$ cat src/rtl/dwin_pkg.sv
package dwin_pkg;
  localparam int LINE_TICKS  = 910;
  localparam int ACT_START   = 208;
  localparam int FRAME_LINES = 261;
  localparam int VBL_LINES   = 9;
  localparam int COL_TICKS   = 28;
  localparam int LM_STEP     = 14;
  localparam int ROW_LINES   = 8;
  localparam int TM_OFFSET   = 10;
endpackage

$ cat src/rtl/dwin_shape.sv
// Captures the margin fields at frame start and turns them into clamped
// window bounds held steady for the whole frame.
module dwin_shape #(
  parameter int LM_W        = 7,
  parameter int TM_W        = 8,
  parameter int COL_W       = 7,
  parameter int ROW_W       = 6,
  parameter int HS_W        = 14,
  parameter int VS_W        = 11,
  parameter int LINE_TICKS  = dwin_pkg::LINE_TICKS,
  parameter int ACT_START   = dwin_pkg::ACT_START,
  parameter int FRAME_LINES = dwin_pkg::FRAME_LINES,
  parameter int VBL_LINES   = dwin_pkg::VBL_LINES,
  parameter int COL_TICKS   = dwin_pkg::COL_TICKS,
  parameter int LM_STEP     = dwin_pkg::LM_STEP,
  parameter int ROW_LINES   = dwin_pkg::ROW_LINES,
  parameter int TM_OFFSET   = dwin_pkg::TM_OFFSET
) (
  input  logic             clk,
  input  logic             rst,
  input  logic             frame_start,
  input  logic [LM_W-1:0]  left_units,
  input  logic [TM_W-1:0]  top_units,
  input  logic [COL_W-1:0] num_cols,
  input  logic [ROW_W-1:0] num_rows,
  output logic [HS_W-1:0]  hstart_q,
  output logic [HS_W-1:0]  hend_q,
  output logic [VS_W-1:0]  vstart_q,
  output logic [VS_W-1:0]  vend_q
);
  logic [LM_W-1:0] lm_eff;
  logic [HS_W-1:0] hs, he_raw, he;
  logic [VS_W-1:0] tm2, vs, ve_raw, ve;

  always_comb begin
    lm_eff = (left_units == '0) ? LM_W'(1) : left_units;
    hs     = HS_W'(ACT_START + 1) + HS_W'(LM_STEP) * HS_W'(lm_eff);
    he_raw = hs + HS_W'(COL_TICKS) * HS_W'(num_cols);
    he     = (he_raw > HS_W'(LINE_TICKS)) ? HS_W'(LINE_TICKS) : he_raw;
    tm2    = VS_W'(top_units) << 1;
    vs     = (tm2 < VS_W'(TM_OFFSET + VBL_LINES)) ? VS_W'(VBL_LINES)
                                                  : tm2 - VS_W'(TM_OFFSET);
    ve_raw = vs + VS_W'(ROW_LINES) * VS_W'(num_rows);
    ve     = (ve_raw > VS_W'(FRAME_LINES)) ? VS_W'(FRAME_LINES) : ve_raw;
  end

  always_ff @(posedge clk) begin
    if (rst) begin
      hstart_q <= '0;
      hend_q   <= '0;
      vstart_q <= VS_W'(VBL_LINES);
      vend_q   <= VS_W'(VBL_LINES);
    end else if (frame_start) begin
      hstart_q <= hs;
      hend_q   <= he;
      vstart_q <= vs;
      vend_q   <= ve;
    end
  end

  assert_shape_frozen_R9: assert property (@(posedge clk) disable iff (rst)
    !frame_start |=> ($stable(hstart_q) && $stable(hend_q) && $stable(vstart_q) && $stable(vend_q)));
  assert_top_clear_of_vbl_R5: assert property (@(posedge clk) disable iff (rst)
    vstart_q >= VS_W'(VBL_LINES));
  assert_line_end_cap_R3: assert property (@(posedge clk) disable iff (rst)
    hend_q <= HS_W'(LINE_TICKS));
  assert_frame_end_cap_R6: assert property (@(posedge clk) disable iff (rst)
    vend_q <= VS_W'(FRAME_LINES));
endmodule

$ cat src/rtl/dwin_hdec.sv
// Horizontal window decode and character-cell phase tracking.
module dwin_hdec #(
  parameter int HC_W      = 10,
  parameter int HS_W      = 14,
  parameter int COL_TICKS = dwin_pkg::COL_TICKS
) (
  input  logic            clk,
  input  logic            rst,
  input  logic [HC_W-1:0] hc,
  input  logic [HS_W-1:0] hstart,
  input  logic [HS_W-1:0] hend,
  output logic            hwin_nx,
  output logic            first_nx,
  output logic            colb_nx
);
  localparam int PH_W = $clog2(COL_TICKS);

  logic [HS_W-1:0] hc_x;
  logic [PH_W-1:0] ph;
  logic            at_start;

  always_comb begin
    hc_x     = HS_W'(hc);
    at_start = (hc_x == hstart);
    hwin_nx  = (hc_x >= hstart) && (hc_x < hend);
    first_nx = hwin_nx && at_start;
    colb_nx  = hwin_nx && (at_start || ph == '0);
  end

  // ph holds the cell phase of the tick currently on hc
  always_ff @(posedge clk) begin
    if (rst)                               ph <= '0;
    else if (at_start)                     ph <= PH_W'(1 % COL_TICKS);
    else if (ph == PH_W'(COL_TICKS - 1))   ph <= '0;
    else                                   ph <= ph + PH_W'(1);
  end

  assert_phase_bound_R7: assert property (@(posedge clk) disable iff (rst)
    ph < PH_W'(COL_TICKS));
endmodule

$ cat src/rtl/dwin_vdec.sv
// Vertical window decode and character-row boundary detection.
module dwin_vdec #(
  parameter int VC_W      = 9,
  parameter int VS_W      = 11,
  parameter int ROW_LINES = dwin_pkg::ROW_LINES
) (
  input  logic [VC_W-1:0] vc,
  input  logic [VS_W-1:0] vstart,
  input  logic [VS_W-1:0] vend,
  output logic            vwin_nx,
  output logic            rowb_nx
);
  logic [VS_W-1:0] vc_x;

  // ROW_LINES must be a power of two
  always_comb begin
    vc_x    = VS_W'(vc);
    vwin_nx = (vc_x >= vstart) && (vc_x < vend);
    rowb_nx = vwin_nx && (((vc_x - vstart) & VS_W'(ROW_LINES - 1)) == '0);
  end
endmodule

$ cat src/rtl/dwin_margin_ctrl.sv
module dwin_margin_ctrl #(
  parameter int HC_W        = 10,
  parameter int VC_W        = 9,
  parameter int LM_W        = 7,
  parameter int TM_W        = 8,
  parameter int COL_W       = 7,
  parameter int ROW_W       = 6,
  parameter int LINE_TICKS  = dwin_pkg::LINE_TICKS,
  parameter int ACT_START   = dwin_pkg::ACT_START,
  parameter int FRAME_LINES = dwin_pkg::FRAME_LINES,
  parameter int VBL_LINES   = dwin_pkg::VBL_LINES,
  parameter int COL_TICKS   = dwin_pkg::COL_TICKS,
  parameter int LM_STEP     = dwin_pkg::LM_STEP,
  parameter int ROW_LINES   = dwin_pkg::ROW_LINES,
  parameter int TM_OFFSET   = dwin_pkg::TM_OFFSET
) (
  input  logic             clk,
  input  logic             rst,
  input  logic [HC_W-1:0]  hcount,
  input  logic [VC_W-1:0]  vcount,
  input  logic [LM_W-1:0]  left_units,
  input  logic [TM_W-1:0]  top_units,
  input  logic [COL_W-1:0] num_cols,
  input  logic [ROW_W-1:0] num_rows,
  output logic             h_win,
  output logic             v_win,
  output logic             row_start,
  output logic             col_start
);
  localparam int HS_W = $clog2(ACT_START + 1 + LM_STEP * (2**LM_W) + COL_TICKS * (2**COL_W)) + 1;
  localparam int VS_W = $clog2(2 * (2**TM_W) + ROW_LINES * (2**ROW_W)) + 1;

  logic            frame_start;
  logic [HS_W-1:0] hstart, hend;
  logic [VS_W-1:0] vstart, vend;
  logic            hwin_nx, first_nx, colb_nx, vwin_nx, rowb_nx;

  assign frame_start = (hcount == '0) && (vcount == '0);

  dwin_shape #(
    .LM_W(LM_W), .TM_W(TM_W), .COL_W(COL_W), .ROW_W(ROW_W),
    .HS_W(HS_W), .VS_W(VS_W), .LINE_TICKS(LINE_TICKS), .ACT_START(ACT_START),
    .FRAME_LINES(FRAME_LINES), .VBL_LINES(VBL_LINES), .COL_TICKS(COL_TICKS),
    .LM_STEP(LM_STEP), .ROW_LINES(ROW_LINES), .TM_OFFSET(TM_OFFSET)
  ) u_shape (
    .clk(clk), .rst(rst), .frame_start(frame_start),
    .left_units(left_units), .top_units(top_units),
    .num_cols(num_cols), .num_rows(num_rows),
    .hstart_q(hstart), .hend_q(hend), .vstart_q(vstart), .vend_q(vend)
  );

  dwin_hdec #(.HC_W(HC_W), .HS_W(HS_W), .COL_TICKS(COL_TICKS)) u_hdec (
    .clk(clk), .rst(rst), .hc(hcount), .hstart(hstart), .hend(hend),
    .hwin_nx(hwin_nx), .first_nx(first_nx), .colb_nx(colb_nx)
  );

  dwin_vdec #(.VC_W(VC_W), .VS_W(VS_W), .ROW_LINES(ROW_LINES)) u_vdec (
    .vc(vcount), .vstart(vstart), .vend(vend),
    .vwin_nx(vwin_nx), .rowb_nx(rowb_nx)
  );

  always_ff @(posedge clk) begin
    if (rst) begin
      h_win     <= 1'b0;
      v_win     <= 1'b0;
      col_start <= 1'b0;
      row_start <= 1'b0;
    end else begin
      h_win     <= hwin_nx;
      v_win     <= vwin_nx;
      col_start <= colb_nx && vwin_nx;
      row_start <= first_nx && rowb_nx;
    end
  end

  assert_hwin_after_active_R1: assert property (@(posedge clk) disable iff (rst)
    h_win |-> ($past(hcount) > HC_W'(ACT_START)));
  assert_vwin_clear_of_vbl_R5: assert property (@(posedge clk) disable iff (rst)
    v_win |-> ($past(vcount) >= VC_W'(VBL_LINES)));
  assert_col_inside_window_R7: assert property (@(posedge clk) disable iff (rst)
    col_start |-> (h_win && v_win));
  assert_row_with_col_R8: assert property (@(posedge clk) disable iff (rst)
    row_start |-> col_start);
endmodule

$ cat config.mk
export PLATFORM = sky130hd
export DESIGN_NAME = dwin_margin_ctrl
export DESIGN_NICKNAME = d
export VERILOG_FILES = /design/src/rtl/dwin_pkg.sv /design/src/rtl/dwin_shape.sv /design/src/rtl/dwin_hdec.sv /design/src/rtl/dwin_vdec.sv /design/src/rtl/dwin_margin_ctrl.sv
export SDC_FILE = /design/constraint.sdc
export NUM_CORES = 1
export LEC_CHECK = 0
export ABC_AREA = 1
export BUFFER_PORTS_ARGS = -buffer_cell sky130_fd_sc_hd__buf_4
export CAP_MARGIN = 30
export CORE_MARGIN = 5
export CORE_UTILIZATION = 40
export CTS_BUF_LIST = sky130_fd_sc_hd__clkbuf_8
export CTS_CLUSTER_SIZE = 30
export DETAILED_ROUTE_END_ITERATION = 10
export PLACE_DENSITY = 0.62
export SLEW_MARGIN = 20
export SYNTH_ARGS = -nofsm -noshare
export SYNTH_HDL_FRONTEND = slang
export SYNTH_HIERARCHICAL = 1
export SYNTH_SLANG_ARGS = --single-unit
export TNS_END_PERCENT = 5
$ cat constraint.sdc
create_clock -name clk -period 3.8 [get_ports clk]
set_input_delay 0.38 -clock clk [delete_from_list [all_inputs] [get_ports clk]]
set_output_delay 0.38 -clock clk [all_outputs]
set_load 0.02 [all_outputs]
==> out/summary.json <==
{
  "die": {
    "die_area_um2": 16040,
    "core_box_area_um2": 13300,
    "ioPinCount": 53,
    "die_h_um": 126.7,
    "start_util": 0.4095,
    "floorplan.die.width_um": 126.7,
    "row_count": 42
  },
  "power_and_ir_drop": {
    "total_power_uw": 2913,
    "internal_power_uw": 1666,
    "sequentialPowerShare": 0.200,
    "total_leakage_power_uw": 0.003515,
    "comb_power_share": 0.667,
    "power.ir.vdd_worst_v": 0.0002801,
    "switching_share": 0.4280,
    "share_clk_of_total_power": 0.133,
    "net-switching-power_uw": 1247,
    "power-per-cell-area_nw_per_um2": 433.0
  },
  "routing": {
    "drt-wirelength-per-cell_um": 10.95,
    "num_vias": 4971,
    "antenna_left": 0,
    "drt_first_iter_violations": 224,
    "finalWirelength_mm": 12.11,
    "route.detailed.drc": 0,
    "vias_per_cell": 4.495,
    "drt_pass1_iterations": 5
  },
  "worst_setup_path": {
    "worst_path_dominant_cell_family": "simple AND/OR/NAND/NOR gates",
    "worst-endpoint-arrival_ps": 4000,
    "crit_path_end_kind": "flip-flop",
    "worstSetupStartpoint": "left_units[4]",
    "cp_data_required_time_ps": 4010,
    "cp_common_cell": "sky130_fd_sc_hd__nand2_2",
    "timing_worst_setup_path_type": "input port to flip-flop",
    "regToRegEndpoint": "row_start",
    "r2r-start": "u_shape/hstart_q[5]",
    "regToRegSetupSlack_ps": 2130,
    "worst-r2r-cell-count": 14,
    "critical_path_peak_fanout": 5,
    "startpoint_type": "input port",
    "critical_path_slowest_stage_cell": "sky130_fd_sc_hd__fa_2",
    "critical_path.max_stage_delay_ps": 380,
    "timing.critical_path.buf_inv": 4
  },
  "logic_synthesis": {
    "yosys.cell_count.top_type": "sky130_fd_sc_hd__nand2_1",
    "average_cell_area_after_synthesis_um2": 6.583,
    "seq_area_frac_synth": 0.2023,
    "synth_top_cells_by_count": "sky130_fd_sc_hd__nand2_1 (206), sky130_fd_sc_hd__inv_1 (156), sky130_fd_sc_hd__nor2_1 (97), sky130_fd_sc_hd__ha_1 (76), sky130_fd_sc_hd__dfxtp_1 (55)",
    "yosysWarningCount": 6,
    "synthArstFlopShare": 0,
    "post-synth-top-area-fraction": 0.2023,
    "synth_cell_type_count": 43,
    "synth_area_um2": 5444,
    "synth_flop_cell": "sky130_fd_sc_hd__dfxtp_1",
    "synth-edff-count": 0,
    "synth.largest_area_cell": "sky130_fd_sc_hd__dfxtp_1",
    "synth_cells": 827,
    "netlist_top_cells_area": "sky130_fd_sc_hd__dfxtp_1 (20%), sky130_fd_sc_hd__ha_1 (17%), sky130_fd_sc_hd__nand2_1 (14%)",
    "number_of_storage_elements_in_the_synthesis_netlist": 55
  },
  "sta": {
    "ratio_of_final_minimum_period_to_clock_period": 0.9971,
    "slew_viol_final": 0,
    "worst_slew_margin_rel": 0.6255,
    "fin_skew_ps": 17.26,
    "setup_tns_ps": 0,
    "layout_setup_ws_ps": 11.08,
    "maxClockFrequency_mhz": 263.9,
    "finalCriticalPeriod_ps": 3789,
    "worstMarginPinSlew_ps": 559.7,
    "final_hold_violation_count": 0,
    "rsz0062_at_grt": "yes",
    "finalSetupViolCount": 0
  },
  "grt": {
    "grt_first_pass_wirelength_mm": 21.11,
    "grt_antenna_before_repair": 0,
    "globalRouteOverflowTotal": 0,
    "pin_count_of_the_biggest_net_entering_global_routing": 28,
    "vias_in_the_first_global_route": 4646,
    "globalRouteTotalUtil": 0.1550
  },
  "clocking": {
    "post_cts_hold_buffer_count": 0,
    "htree_num_levels": 2,
    "cts_made_buffers": 5,
    "tritoncts": "yes",
    "cts-root-to-sink-buffers": 2,
    "clkLatencyLatePin_ps": 310,
    "sink_count": 55,
    "cts.reportedPaths.clkPinSlew_ps": 100,
    "cts.root.buffer_cell": "sky130_fd_sc_hd__clkbuf_8"
  },
  "hold_path": {
    "min-delay-path-class": "input port to flip-flop",
    "whs_endpoint": "u_shape/vstart_q[8]",
    "min_path_cells": 3,
    "min_from": "top_units[7]"
  },
  "place": {
    "globalplace.congestion": 0.8088,
    "dp_hpwl_mm": 10.28,
    "place_inst": 1095,
    "pre_cts_slack_ps": -423.8,
    "portBuffers": 52
  },
  "finish": {
    "multi_input_area_um2": 3875,
    "final_layout_size_suffix_gt1_frac": 0.2237,
    "syn_to_final_growth_pct": 23.56,
    "finalNetCount": 1066,
    "register_area_um2": 1101,
    "filler_cell_count": 1354,
    "utilization": 0.5059,
    "final-instance-count-excl-fill": 1106,
    "diodes": 0
  },
  "outcome": {
    "run_status": "finished, final reports clean"
  },
  "job": {
    "maximum_capacitance_violations": 0
  }
}
[cell families after synthesis]
| logic type | count (synthesis) | share of synthesized area |
|---|---|---|
| AOI/OAI and AO/OA | 72 | 0.07792 |
| xor gates and xnor gates | 16 | 0.02574 |
| adders and majority gates | 88 | 0.2188 |
| buffers and inverters | 180 | 0.1287 |
| DFF | 55 | 0.2023 |
| other | 1 | 0.0006888 |
| and+or+nand+nor | 415 | 0.3459 |
[sequential cells by signal, summed over array words and instances (netlist names)]
name,count
u_shape/vend_q,11
u_shape/hstart_q,12
u_shape/hend_q,13
col_start,1
row_start,1
u_hdec/ph,5
h_win,1
v_win,1
u_shape/vstart_q,10
[worst reg2reg max path: cells and delay by family, from the launching register on]
family / cells / cell delay, ps
AND/OR/NAND/NOR: 10 / 800
flip-flops: 1 / 370
adder cells (fa/ha/maj): 1 / 300
buffers and inverters: 3 / 170
[per-stage QoR]
stage | hold WS [ps] | instance area, um2
after floorplan | 419.0 | 5577
after global placement | 426.4 | 6496
after detailed placement | 429.0 | 6496
after CTS | 400.3 | 6638
after global routing | 420.2 | 6726
final | 407.5 | 6726
[cell usage in the layout (no fill, tap or decap), types with 2 or more instances in the layout]
| cell type | Yosys | final |
|---|---|---|
| sky130_fd_sc_hd__and2_4 | 0 | 2 |
| sky130_fd_sc_hd__clkbuf_8 | 0 | 5 |
| sky130_fd_sc_hd__xor2_2 | 0 | 3 |
| sky130_fd_sc_hd__nand2_4 | 3 | 5 |
| sky130_fd_sc_hd__nand2_1 | 206 | 195 |
| sky130_fd_sc_hd__o21ai_1 | 3 | 3 |
| sky130_fd_sc_hd__dfxtp_1 | 55 | 55 |
| sky130_fd_sc_hd__nor2_2 | 8 | 10 |
| sky130_fd_sc_hd__a21o_1 | 2 | 2 |
| sky130_fd_sc_hd__ha_4 | 0 | 7 |
| sky130_fd_sc_hd__nand4_1 | 17 | 17 |
| sky130_fd_sc_hd__nand3_2 | 5 | 4 |
| sky130_fd_sc_hd__nand2_2 | 19 | 28 |
| sky130_fd_sc_hd__o21bai_1 | 7 | 7 |
| sky130_fd_sc_hd__fa_1 | 12 | 11 |
| sky130_fd_sc_hd__ha_2 | 0 | 2 |
| sky130_fd_sc_hd__nor2_1 | 97 | 94 |
| sky130_fd_sc_hd__a22o_1 | 6 | 6 |
| sky130_fd_sc_hd__conb_1 | 1 | 3 |
| sky130_fd_sc_hd__xor2_1 | 12 | 9 |
| sky130_fd_sc_hd__nand3_4 | 0 | 2 |
| sky130_fd_sc_hd__a21oi_1 | 33 | 28 |
| sky130_fd_sc_hd__clkinv_1 | 3 | 3 |
| sky130_fd_sc_hd__nor2_4 | 3 | 5 |
| sky130_fd_sc_hd__xnor2_1 | 4 | 4 |
| sky130_fd_sc_hd__o21ai_0 | 14 | 14 |
| sky130_fd_sc_hd__inv_1 | 156 | 151 |
| sky130_fd_sc_hd__a21oi_2 | 2 | 7 |
| sky130_fd_sc_hd__buf_4 | 6 | 105 |
| sky130_fd_sc_hd__inv_2 | 8 | 13 |
| sky130_fd_sc_hd__ha_1 | 76 | 67 |
| sky130_fd_sc_hd__nand3b_1 | 5 | 5 |
| sky130_fd_sc_hd__nand3_1 | 42 | 41 |
[how the worst max path moves through the flow]
stage,cells past startpoint,slack (ps),end
after floorplan,28,20,u_shape/hend_q[1]
after CTS,32,2,u_shape/hend_q[8]
after global routing,26,-240,u_shape/hend_q[1]
after global placement,26,-340,u_shape/hend_q[2]
final,27,10,u_shape/hend_q[1]
after detailed placement,27,-420,u_shape/hend_q[8]
[layer usage]
| layer | vias to the layer above | track usage | routed length (um) | share of wire |
|---|---|---|---|---|
| met5 | - | 0 | 0 | 0 |
| met4 | 0 | 0.02965 | 112 | 0.0092 |
| met3 | 8 | 0.01807 | 440 | 0.036 |
| met2 | 70 | 0.2488 | 5204 | 0.43 |
| met1 | 2127 | 0.2255 | 6357 | 0.52 |
| li1 | 2766 | - | - | - |
[power groups by stage]
stage	clock, uW	sequential (uW)	combinational, uW
floorplan	0	596	1270
global placement	0	596	1860
detailed placement	0	596	1860
CTS	400	582	1900
global route	425	583	2190
finish	387	582	1940
[timing repair]
action / in CTS / in global routing
buffers inserted: 0 / 2
resized for setup: 4 / 18
pin swaps: 4 / 15
setup endpoints to repair: 10 / 10
cloned: 1 / 0
[cell type report]
class | count | share of cell area
flip-flops and latches | 55 | 0.1637
clock inverters | 3 | 0.006324
well taps | 176 | 0.03274
clock buffers | 5 | 0.01023
repair buffers | 105 | 0.1172
inverters | 167 | 0.09375
multi-input cells | 595 | 0.5761
Power figures use the tool's default switching activity.
